--- src/rtl/pwr_sleep_pkg.sv ---
`timescale 1ns/1ps
package pwr_sleep_pkg;

    localparam logic [2:0] PWR_MODE_RUN = 3'd7;

    typedef enum logic [2:0] {
        SM_IDLE     = 3'd0,
        SM_FROZEN   = 3'd1,
        SM_STANDBY  = 3'd2,
        SM_STOP     = 3'd3,
        SM_DEEPSTOP = 3'd4,
        SM_STATIC   = 3'd5
    } sleep_mode_e;

    typedef enum logic [1:0] {
        PS_RUN,
        PS_SLEEP,
        PS_WAKE_ANALOG,
        PS_WAKE_BUS
    } pwr_state_e;

    // Resources removed by a depth
    typedef struct packed {
        logic cut_hsb;
        logic cut_pb;
        logic cut_main_osc;
        logic cut_refs;
        logic cut_lowfreq;
    } cut_set_t;

    // Interrupt classes honoured by a depth
    typedef struct packed {
        logic any;
        logic pb;
        logic rtc;
        logic ext_sync;
        logic ext_async;
        logic pin;
    } wake_set_t;

    typedef struct packed {
        cut_set_t  cut;
        wake_set_t wake;
    } mode_cfg_t;

    function automatic sleep_mode_e clamp_mode(input logic [2:0] idx);
        sleep_mode_e m;
        if (idx > 3'd5) m = SM_STATIC;
        else            m = sleep_mode_e'(idx);
        return m;
    endfunction

    function automatic mode_cfg_t mode_cfg(input sleep_mode_e m);
        mode_cfg_t c;
        c = '0;
        c.cut.cut_hsb      = (m != SM_IDLE);
        c.cut.cut_pb       = (m inside {SM_STANDBY, SM_STOP, SM_DEEPSTOP, SM_STATIC});
        c.cut.cut_main_osc = (m inside {SM_STOP, SM_DEEPSTOP, SM_STATIC});
        c.cut.cut_refs     = (m inside {SM_DEEPSTOP, SM_STATIC});
        c.cut.cut_lowfreq  = (m == SM_STATIC);
        unique case (m)
            SM_IDLE:     c.wake.any = 1'b1;
            SM_FROZEN:   c.wake.pb  = 1'b1;
            SM_STANDBY: begin
                c.wake.rtc       = 1'b1;
                c.wake.ext_sync  = 1'b1;
                c.wake.ext_async = 1'b1;
            end
            SM_STOP, SM_DEEPSTOP: begin
                c.wake.rtc       = 1'b1;
                c.wake.ext_sync  = 1'b1;
                c.wake.ext_async = 1'b1;
                c.wake.pin       = 1'b1;
            end
            default: begin
                c.wake.ext_async = 1'b1;
                c.wake.pin       = 1'b1;
            end
        endcase
        return c;
    endfunction

endpackage

--- src/rtl/pwr_mode_table.sv ---
`timescale 1ns/1ps
module pwr_mode_table
    import pwr_sleep_pkg::*;
(
    input  sleep_mode_e mode,
    output mode_cfg_t   cfg
);
    always_comb begin
        cfg = mode_cfg(mode);
    end
endmodule

--- src/rtl/pwr_wake_qual.sv ---
`timescale 1ns/1ps
module pwr_wake_qual
    import pwr_sleep_pkg::*;
#(
    parameter int N_MISC = 4,
    parameter int N_PBI  = 8,
    parameter int N_EXT  = 4
)(
    input  wake_set_t           allow,
    input  logic [N_MISC-1:0]   irq_misc,
    input  logic [N_PBI-1:0]    irq_pb,
    input  logic                irq_rtc,
    input  logic [N_EXT-1:0]    irq_ext_sync,
    input  logic [N_EXT-1:0]    irq_ext_async,
    input  logic                ext_rst_wake,
    output logic                wake_hit
);
    wake_set_t seen;

    always_comb begin
        seen.pb        = |irq_pb;
        seen.rtc       = irq_rtc;
        seen.ext_sync  = |irq_ext_sync;
        seen.ext_async = |irq_ext_async;
        seen.pin       = ext_rst_wake;
        seen.any       = (|irq_misc) | seen.pb | seen.rtc | seen.ext_sync | seen.ext_async;
    end

    assign wake_hit = |(seen & allow);
endmodule

--- src/rtl/pwr_seq_fsm.sv ---
`timescale 1ns/1ps
module pwr_seq_fsm
    import pwr_sleep_pkg::*;
#(
    parameter int N_OSC = 2,
    parameter int N_PLL = 2
)(
    input  logic             clk,
    input  logic             rst,
    input  logic             sleep_req,
    input  logic [2:0]       sleep_mode,
    input  logic             wake_hit,
    input  logic [N_OSC-1:0] osc_rdy,
    input  logic [N_PLL-1:0] pll_rdy,
    input  logic             rc_rdy,
    input  logic             osc32_rdy,
    input  logic             osc32_cfg,
    output pwr_state_e       state,
    output sleep_mode_e      mode_q,
    output logic [2:0]       pwr_mode
);
    pwr_state_e  state_nx;
    sleep_mode_e mode_nx;
    logic        analog_ready;

    assign analog_ready = (&osc_rdy) & (&pll_rdy) & rc_rdy & (osc32_rdy | ~osc32_cfg);

    always_comb begin
        state_nx = state;
        mode_nx  = mode_q;
        unique case (state)
            PS_RUN: if (sleep_req) begin
                state_nx = PS_SLEEP;
                mode_nx  = clamp_mode(sleep_mode);
            end
            PS_SLEEP:       if (wake_hit)     state_nx = PS_WAKE_ANALOG;
            PS_WAKE_ANALOG: if (analog_ready) state_nx = PS_WAKE_BUS;
            default:                          state_nx = PS_RUN;
        endcase
    end

    always_ff @(posedge clk) begin
        if (rst) begin
            state  <= PS_RUN;
            mode_q <= SM_IDLE;
        end else begin
            state  <= state_nx;
            mode_q <= mode_nx;
        end
    end

    assign pwr_mode = (state == PS_RUN) ? PWR_MODE_RUN : mode_q;
endmodule

--- src/rtl/pwr_enable_gen.sv ---
`timescale 1ns/1ps
module pwr_enable_gen
    import pwr_sleep_pkg::*;
#(
    parameter int N_BUS = 3,
    parameter int N_OSC = 2,
    parameter int N_PLL = 2,
    parameter int N_BOD = 2
)(
    input  pwr_state_e       state,
    input  cut_set_t         cut,
    input  logic [N_BUS-1:0] bus_mask,
    input  logic             osc32_cfg,
    output logic             cpu_clk_en,
    output logic [N_BUS-1:0] bus_clk_en,
    output logic [N_OSC-1:0] osc_en,
    output logic [N_PLL-1:0] pll_en,
    output logic             rc_en,
    output logic             osc32_en,
    output logic             bg_en,
    output logic [N_BOD-1:0] bod_en
);
    logic clocks_held;
    logic analog_held;

    // Clocks stay gated through the analog restart; analog cuts apply only while asleep
    assign clocks_held = (state == PS_SLEEP) || (state == PS_WAKE_ANALOG);
    assign analog_held = (state == PS_SLEEP);
    assign cpu_clk_en  = (state == PS_RUN);

    for (genvar d = 0; d < N_BUS; d++) begin : g_bus
        if (d == 0) begin : g_hsb
            assign bus_clk_en[d] = bus_mask[d] & ~(clocks_held & cut.cut_hsb);
        end else begin : g_pb
            assign bus_clk_en[d] = bus_mask[d] & ~(clocks_held & cut.cut_pb);
        end
    end

    assign osc_en   = {N_OSC{~(analog_held & cut.cut_main_osc)}};
    assign pll_en   = {N_PLL{~(analog_held & cut.cut_main_osc)}};
    assign bg_en    = ~(analog_held & cut.cut_refs);
    assign bod_en   = {N_BOD{~(analog_held & cut.cut_refs)}};
    assign rc_en    = ~(analog_held & cut.cut_lowfreq);
    assign osc32_en = osc32_cfg & ~(analog_held & cut.cut_lowfreq);
endmodule

--- src/rtl/pwr_sleep_ctrl.sv ---
`timescale 1ns/1ps
module pwr_sleep_ctrl
    import pwr_sleep_pkg::*;
#(
    parameter int N_PB_DOM = 2,
    parameter int N_MISC   = 4,
    parameter int N_PBI    = 8,
    parameter int N_EXT    = 4,
    parameter int N_OSC    = 2,
    parameter int N_PLL    = 2,
    parameter int N_BOD    = 2,
    localparam int N_BUS   = N_PB_DOM + 1
)(
    input  logic              clk,
    input  logic              rst,
    input  logic              sleep_req,
    input  logic [2:0]        sleep_mode,
    input  logic [N_BUS-1:0]  bus_mask,
    input  logic              osc32_cfg,
    input  logic [N_MISC-1:0] irq_misc,
    input  logic [N_PBI-1:0]  irq_pb,
    input  logic              irq_rtc,
    input  logic [N_EXT-1:0]  irq_ext_sync,
    input  logic [N_EXT-1:0]  irq_ext_async,
    input  logic              ext_rst_wake,
    input  logic [N_OSC-1:0]  osc_rdy,
    input  logic [N_PLL-1:0]  pll_rdy,
    input  logic              rc_rdy,
    input  logic              osc32_rdy,
    output logic              cpu_clk_en,
    output logic [N_BUS-1:0]  bus_clk_en,
    output logic [N_OSC-1:0]  osc_en,
    output logic [N_PLL-1:0]  pll_en,
    output logic              rc_en,
    output logic              osc32_en,
    output logic              bg_en,
    output logic [N_BOD-1:0]  bod_en,
    output logic [2:0]        pwr_mode
);
    pwr_state_e  state;
    sleep_mode_e mode_q;
    mode_cfg_t   cfg;
    logic        wake_hit;

    pwr_mode_table u_table (
        .mode (mode_q),
        .cfg  (cfg)
    );

    pwr_wake_qual #(.N_MISC(N_MISC), .N_PBI(N_PBI), .N_EXT(N_EXT)) u_wake (
        .allow         (cfg.wake),
        .irq_misc      (irq_misc),
        .irq_pb        (irq_pb),
        .irq_rtc       (irq_rtc),
        .irq_ext_sync  (irq_ext_sync),
        .irq_ext_async (irq_ext_async),
        .ext_rst_wake  (ext_rst_wake),
        .wake_hit      (wake_hit)
    );

    pwr_seq_fsm #(.N_OSC(N_OSC), .N_PLL(N_PLL)) u_fsm (
        .clk        (clk),
        .rst        (rst),
        .sleep_req  (sleep_req),
        .sleep_mode (sleep_mode),
        .wake_hit   (wake_hit),
        .osc_rdy    (osc_rdy),
        .pll_rdy    (pll_rdy),
        .rc_rdy     (rc_rdy),
        .osc32_rdy  (osc32_rdy),
        .osc32_cfg  (osc32_cfg),
        .state      (state),
        .mode_q     (mode_q),
        .pwr_mode   (pwr_mode)
    );

    pwr_enable_gen #(.N_BUS(N_BUS), .N_OSC(N_OSC), .N_PLL(N_PLL), .N_BOD(N_BOD)) u_en (
        .state      (state),
        .cut        (cfg.cut),
        .bus_mask   (bus_mask),
        .osc32_cfg  (osc32_cfg),
        .cpu_clk_en (cpu_clk_en),
        .bus_clk_en (bus_clk_en),
        .osc_en     (osc_en),
        .pll_en     (pll_en),
        .rc_en      (rc_en),
        .osc32_en   (osc32_en),
        .bg_en      (bg_en),
        .bod_en     (bod_en)
    );
endmodule

--- config.mk ---
export PLATFORM = sky130hd
export DESIGN_NAME = pwr_sleep_ctrl
export DESIGN_NICKNAME = d
export VERILOG_FILES = /design/src/rtl/pwr_sleep_pkg.sv /design/src/rtl/pwr_mode_table.sv /design/src/rtl/pwr_wake_qual.sv /design/src/rtl/pwr_seq_fsm.sv /design/src/rtl/pwr_enable_gen.sv /design/src/rtl/pwr_sleep_ctrl.sv
export SDC_FILE = /design/constraint.sdc
export NUM_CORES = 1
export LEC_CHECK = 0
export ABC_AREA = 1
export ABC_CLOCK_PERIOD_IN_PS = 2800
export BUFFER_PORTS_ARGS = -buffer_cell sky130_fd_sc_hd__buf_2
export CAP_MARGIN = 20
export CORE_MARGIN = 10
export CORE_UTILIZATION = 37
export DETAILED_ROUTE_END_ITERATION = 12
export PLACE_DENSITY = 0.83
export SLEW_MARGIN = 20
export SYNTH_ARGS = -nofsm -noshare
export SYNTH_HDL_FRONTEND = slang
export SYNTH_SLANG_ARGS = --single-unit
--- constraint.sdc ---
create_clock -name clk -period 2.8 [get_ports clk]
set_input_delay 0.28 -clock clk [delete_from_list [all_inputs] [get_ports clk]]
set_output_delay 0.28 -clock clk [all_outputs]
set_load 0.005 [all_outputs]
# == After elaboration in Yosys (flattened, before gate mapping) ==
# Cells that the tools add are included.
# op_classes
n_lt_le_gt_ge,1
eq_ne,10
mux,11
n_bitwise,24
n_reduce_logical,19
# op_table
cell,n
$and 1x1->1,12
$reduce_or 4->1,3
$mux 2,4
$reduce_or 8->1,1
$and 6x6->6,1
$eq 3x2->1 const B,2
$eq 3x3->1 const B,2
$mux 3,2
$ne 2x2->1 const B,3
$not 1->1,6
$pmux 2 s3,1
$reduce_and 2->1,3
$reduce_bool 3->1,2
$reduce_or 3->1,2
$reduce_or 6->1,1
$or 1x1->1,5
$mux 1,4
$reduce_bool 4->1,1
$eq 3x1->1 const B,1
$gt 3x3->1 const B,1
$logic_not 3->1,1
$reduce_and 3->1,1
$eq 2x1->1 const B,1
$eq 2x2->1 const B,1
other kinds (4),4
# totals
regBits,5
in_bits,38
output_inout_bits,16
wordCells,67

# == Longest topological paths before layout ==
# depth
depth_word,9
depth_mapped,10
mapped_depth_nobuf,10

# == By module ==
# A second synthesis with hierarchy kept.
# hier_totals
hier_cells,121
area_unflattened_um2,683.2
# by_module_without_submodules
module,instances,cells_per_inst,area_per_inst_um2,seq_area_each_um2
pwr_seq_fsm,1,49,319.1,100.1
pwr_wake_qual,1,32,127.6,0.0
pwr_enable_gen,1,20,120.1,0.0
pwr_mode_table,1,20,116.4,0.0

# == Worst setup path before layout ==
# OpenSTA, ideal clock, no wires.
# synth_path
path_type,reg2reg
startpoint,register u_fsm.state[0]
endpoint,register u_fsm.state[0]
setup_time_ps,115
arrival_time_ps,1158
required_ps,2685
setup_slack_ps,1527
path_stages_with_launch,9
n_path_buf,0
synth_period_minus_slack_ps,1273
path_cell_list,dfxtp_1 inv_1 ha_1 inv_1 nor2_1 a21oi_1 nand3_1 nand2_1 nor2_1
# synth_via
elab_chain_cells,3
elab_cells_between_ends,8
classes_between,5 x eq/ne; 1 x mux; 2 x reduce/logical
# synth_lines
item,line_no,source
from (decl),pwr_seq_fsm.sv:18,"output pwr_state_e state,"
from (signal assigned),pwr_seq_fsm.sv:47,state <= state_nx;
$logic_not 2->1 (*),--,
via cpu_clk_en,pwr_sleep_ctrl.sv:30,"output logic cpu_clk_en,"
$ne 2x2->1 (no line),--,
$reduce_and 3->1 (no line),--,
# The timed path passes the listed nets; every way through them passes the cells marked *.
# A chain may end at the register's enable or synchronous reset.

# == Worst setup path after layout ==
# layout_path
startpoint,register u_fsm.state[1]
endpoint,output port bus_clk_en[0]
# layout_via
elab_chain_cells,5
elab_cells_between_ends,6
classes_between,2 x eq/ne; 3 x bitwise; 1 x reduce/logical
# layout_lines
item,line_no,source
$eq 2x1->1 / $eq 2x2->1 (equally long branches),pwr_enable_gen.sv:27,assign clocks_held = (state == PS_SLEEP) || (state == PS_WAKE_ANALOG);
$logic_or 1x1->1 (*),pwr_enable_gen.sv:27,
$and 1x1->1 (*),pwr_enable_gen.sv:33,assign bus_clk_en[d] = bus_mask[d] & ~(clocks_held & cut.cut_hsb);
$not 1->1 (*),pwr_enable_gen.sv:33,
$and 1x1->1 (*),pwr_enable_gen.sv:33,
to (decl),pwr_sleep_ctrl.sv:31,"output logic [N_BUS-1:0] bus_clk_en,"
# Every way passes the cells marked *; elsewhere a longest branch is shown, timed or not.

==> flow_summary_export.csv <==
group,metric,value,unit
global_route,number_of_global_route_vias_before_repair,693,
critical_path,critPathMaxFanout,3,
logic_synthesis,avgSynthCellArea,5.44,sq um
hold_path,worst_hold_path.num_cells,2,
final_layout,area_growth,51.2,%
logic_synthesis,synthXorXnorAreaFrac,0,%
critical_path,critical_path.most_common_cell,"sky130_fd_sc_hd__inv_1",
critical_path,r2r_setup_slack,1.36,ns
logic_synthesis,yosys.cell_count.top_type,"sky130_fd_sc_hd__nand2_1",
clock_network,clock-sinks,5,
logic_synthesis,synth_fa_ha_area_share,7.04,%
status,status,"completed",
logic_synthesis,synth_ff_type,"sky130_fd_sc_hd__dfxtp_1",
clock_network,cts.repair.resized,0,
logic_synthesis,synth_cell_type_count,17,
floorplanning,core_region_area,1330,sq um
critical_path,cp_max_stage_cell,"sky130_fd_sc_hd__dfxtp_1",
logic_synthesis,netlist_area,533,sq um
clock_network,clk_transition_reported_paths,0.04,ns
sta,max_slew.worst_pin.slew,0.290,ns
placement,post-dp-hpwl,1.69,mm
critical_path,critPathMaxStageDelay,0.36,ns
clock_network,numCtsBuffers,3,
logic_synthesis,synth-edff-count,0,
final_layout,stdcell_area,806,sq um
route,via_per_inst,4.43,
clock_network,ctsRootBufferMaster,"sky130_fd_sc_hd__clkbuf_4",
pwr,pwr_density_cell,679,nW/um^2
sta,maxSlewHeadroom,80.7,%
route,drt_first_iter_violations,9,
critical_path,reg2regPathDepth,8,
logic_synthesis,seq_area_frac_synth,18.8,%
final_layout,antennaDiodeCount,0,
global_route,pin_count_of_the_biggest_net_entering_global_routing,8,
logic_synthesis,synth_top_family_by_area,"simple AND/OR/NAND/NOR gates",
floorplanning,die-width,58.0,um
logic_synthesis,muxShareOfSynthArea,0,%
clock_network,htreeDepth,1,
critical_path,worst_setup_path_end_kind,"output pin",
logic_synthesis,yosys_register_bits,5,
floorplanning,fp.dieH,58.0,um
logic_synthesis,mappedNetlistNets,139,
global_route,grt-ovfl-total,0,
logic_synthesis,yosysTopAreaCellShare,19.7,%
pwr,vdd.ir_drop.worst,0.367,mV
pwr,total_leakage_power,0.469,nW
floorplanning,rows,13,
sta,timing.final.max_slew_violations,0,
global_route,antenna_found_initial,0,
logic_synthesis,asyncSetResetFlopFracSynth,0,%
logic_synthesis,synth.largest_area_cell,"sky130_fd_sc_hd__nand2_1",
sta,report.final.hold_viol_count,0,
global_route,wire_length_of_the_first_global_routing_pass,2.80,mm
route,route.detailed.wl_per_inst,11.4,um
critical_path,cp.required,2.52,ns
flow_run,drv_cap,0,
route,drc,0,
hold_path,hp-class,"in -> reg",
critical_path,timing.setup.critical_path_class,"reg -> out",
critical_path,timing.critical_path.from_type,"flop",
sta,timing.fmax,626,MHz
logic_synthesis,leading_post_synthesis_cells_by_cell_area,"sky130_fd_sc_hd__nand2_1 (20%), sky130_fd_sc_hd__dfxtp_1 (19%), sky130_fd_sc_hd__nor2_1 (18%)",
final_layout,post_route_cells_drive_above_1_share,40.0,%
sta,period_needed,1.60,ns
sta,layout_worst_path_cycle_share,57.0,%
global_route,grt_use_total,10.1,%
logic_synthesis,post_synth_most_frequent_cells,"sky130_fd_sc_hd__nand2_1 (28), sky130_fd_sc_hd__nor2_1 (25), sky130_fd_sc_hd__inv_1 (13)",
sta,fin_tns_setup,0,ns
critical_path,crit_chain,"inv_1 > ha_1 > inv_1 > o21a_1 > buf_2",
logic_synthesis,synth-compound-area-share,9.15,%
floorplanning,dieArea,3360,sq um
placement,numPlacedInstances,161,
clock_network,cts_tree,"done",
sta,finalClockSkew,0.000418,ns
logic_synthesis,netlist_instances,98,
clock_network,cts-root-to-sink-buffers,2,
critical_path,path_delay_family,"flip-flops",
logic_synthesis,synth_simple_gate_area_share,48.1,%
critical_path,worstPathArrival,1.32,ns
clock_network,count_of_hold_fix_buffers_inserted_at_cts,0,
final_layout,finish.net_count,192,
floorplanning,num_io_pins,54,
route,dr_total_vias,731,
critical_path,worst-path-stages,5,
route,total_detailed_routing_wirelength,1.87,mm
route,ant_nets,0,
sta,finalHoldWorstSlack,0.240,ns
placement,port-buffer-count,53,
sta,grt_setup_unrepaired,"false",
clock_network,post_cts_buffers,0,
sta,setup_viol,0,
critical_path,critPathBufInv,3,
clock_network,clkLatencyLatePin,0.24,ns
placement,gp_congestion,0.787,
route,detail_route.first_pass.iterations,4,
final_layout,layoutNonFillerInstCount,165,
placement,dpl-instance-area,779,sq um
logic_synthesis,yosys_warning_total,0,
final_layout,fill_cell_total_of_the_finished_layout,122,
floorplanning,initial_utilization,40.0,%
==> flip-flops by register name, indices dropped and copies added, names as in the netlist <==
register	cells
u_fsm.mode_q	3
u_fsm.state	2
==> stage by stage <==
stage / total power [mW] / worst slack [ns] / utilization [%]
after floorplan: 0.344 / 1.53 / -
after global placement: 0.460 / 1.40 / 58.4
after detailed placement: 0.468 / 1.35 / 58.4
after CTS: 0.556 / 1.19 / 60.4
after global routing: 0.605 / 1.12 / 60.4
final: 0.547 / 1.20 / 60.4
==> worst paths after layout <==
check                                     from               to
worst max-delay path            u_fsm.state[1]    bus_clk_en[0]
worst min-delay path                       rst  u_fsm.mode_q[1]
worst max register to register  u_fsm.state[0]   u_fsm.state[0]
worst min register to register  u_fsm.state[0]   u_fsm.state[0]
==> worst reg2reg max path: stages, from the launching register on <==
cell and delay (ns):
sky130_fd_sc_hd__dfxtp_1 0.35, sky130_fd_sc_hd__inv_1 0.07, sky130_fd_sc_hd__ha_1 0.23, sky130_fd_sc_hd__inv_1 0.14, sky130_fd_sc_hd__nor2_1 0.05, sky130_fd_sc_hd__a21oi_1 0.25
sky130_fd_sc_hd__nand3_1 0.13, sky130_fd_sc_hd__nand2_1 0.08, sky130_fd_sc_hd__nor2_1 0.03
==> power breakdown <==
part | switching [mW] | leakage [nW] | internal [mW]
clock | 0.0293 | 0.0150 | 0.0539
combinational | 0.195 | 0.412 | 0.150
sequential | 0.0237 | 0.0413 | 0.0948
==> per-layer routing <==
layer / vias up / wire length, um / global-route usage, %
met2: 30 / 935 / 18.7
met1: 294 / 672 / 8.52
met4: 0 / 28 / 5.70
met5: - / 0 / 0
met3: 4 / 237 / 5.01
li1: 403 / - / -
==> cells by family after synthesis <==
family	after synthesis
buffers and inverters	19
DFF	5
and+or+nand+nor	63
AOI/OAI and AO/OA	8
adders and majority gates	3
==> final cells by class <==
class                           count  area [sq um]  area share [%]
Timing Repair Buffer               53           265            32.9
Sequential cell                     5           100            12.4
Tap cell                           15          18.8            2.33
Multi-Input combinational cell     74           343            42.5
Inverter                           14          52.6            6.52
Clock buffer                        4          26.3            3.26
==> placed cells by master, fill, tap and decap left out, types with 2 or more instances in the layout <==
cell type / instances
sky130_fd_sc_hd__a21oi_1: 4
sky130_fd_sc_hd__nand2_2: 2
sky130_fd_sc_hd__inv_1: 13
sky130_fd_sc_hd__ha_1: 3
sky130_fd_sc_hd__nand3_1: 5
sky130_fd_sc_hd__buf_2: 53
sky130_fd_sc_hd__clkbuf_4: 3
sky130_fd_sc_hd__dfxtp_1: 5
sky130_fd_sc_hd__nand2_1: 28
sky130_fd_sc_hd__nor2_1: 25
(Power assumes the default switching activity.)
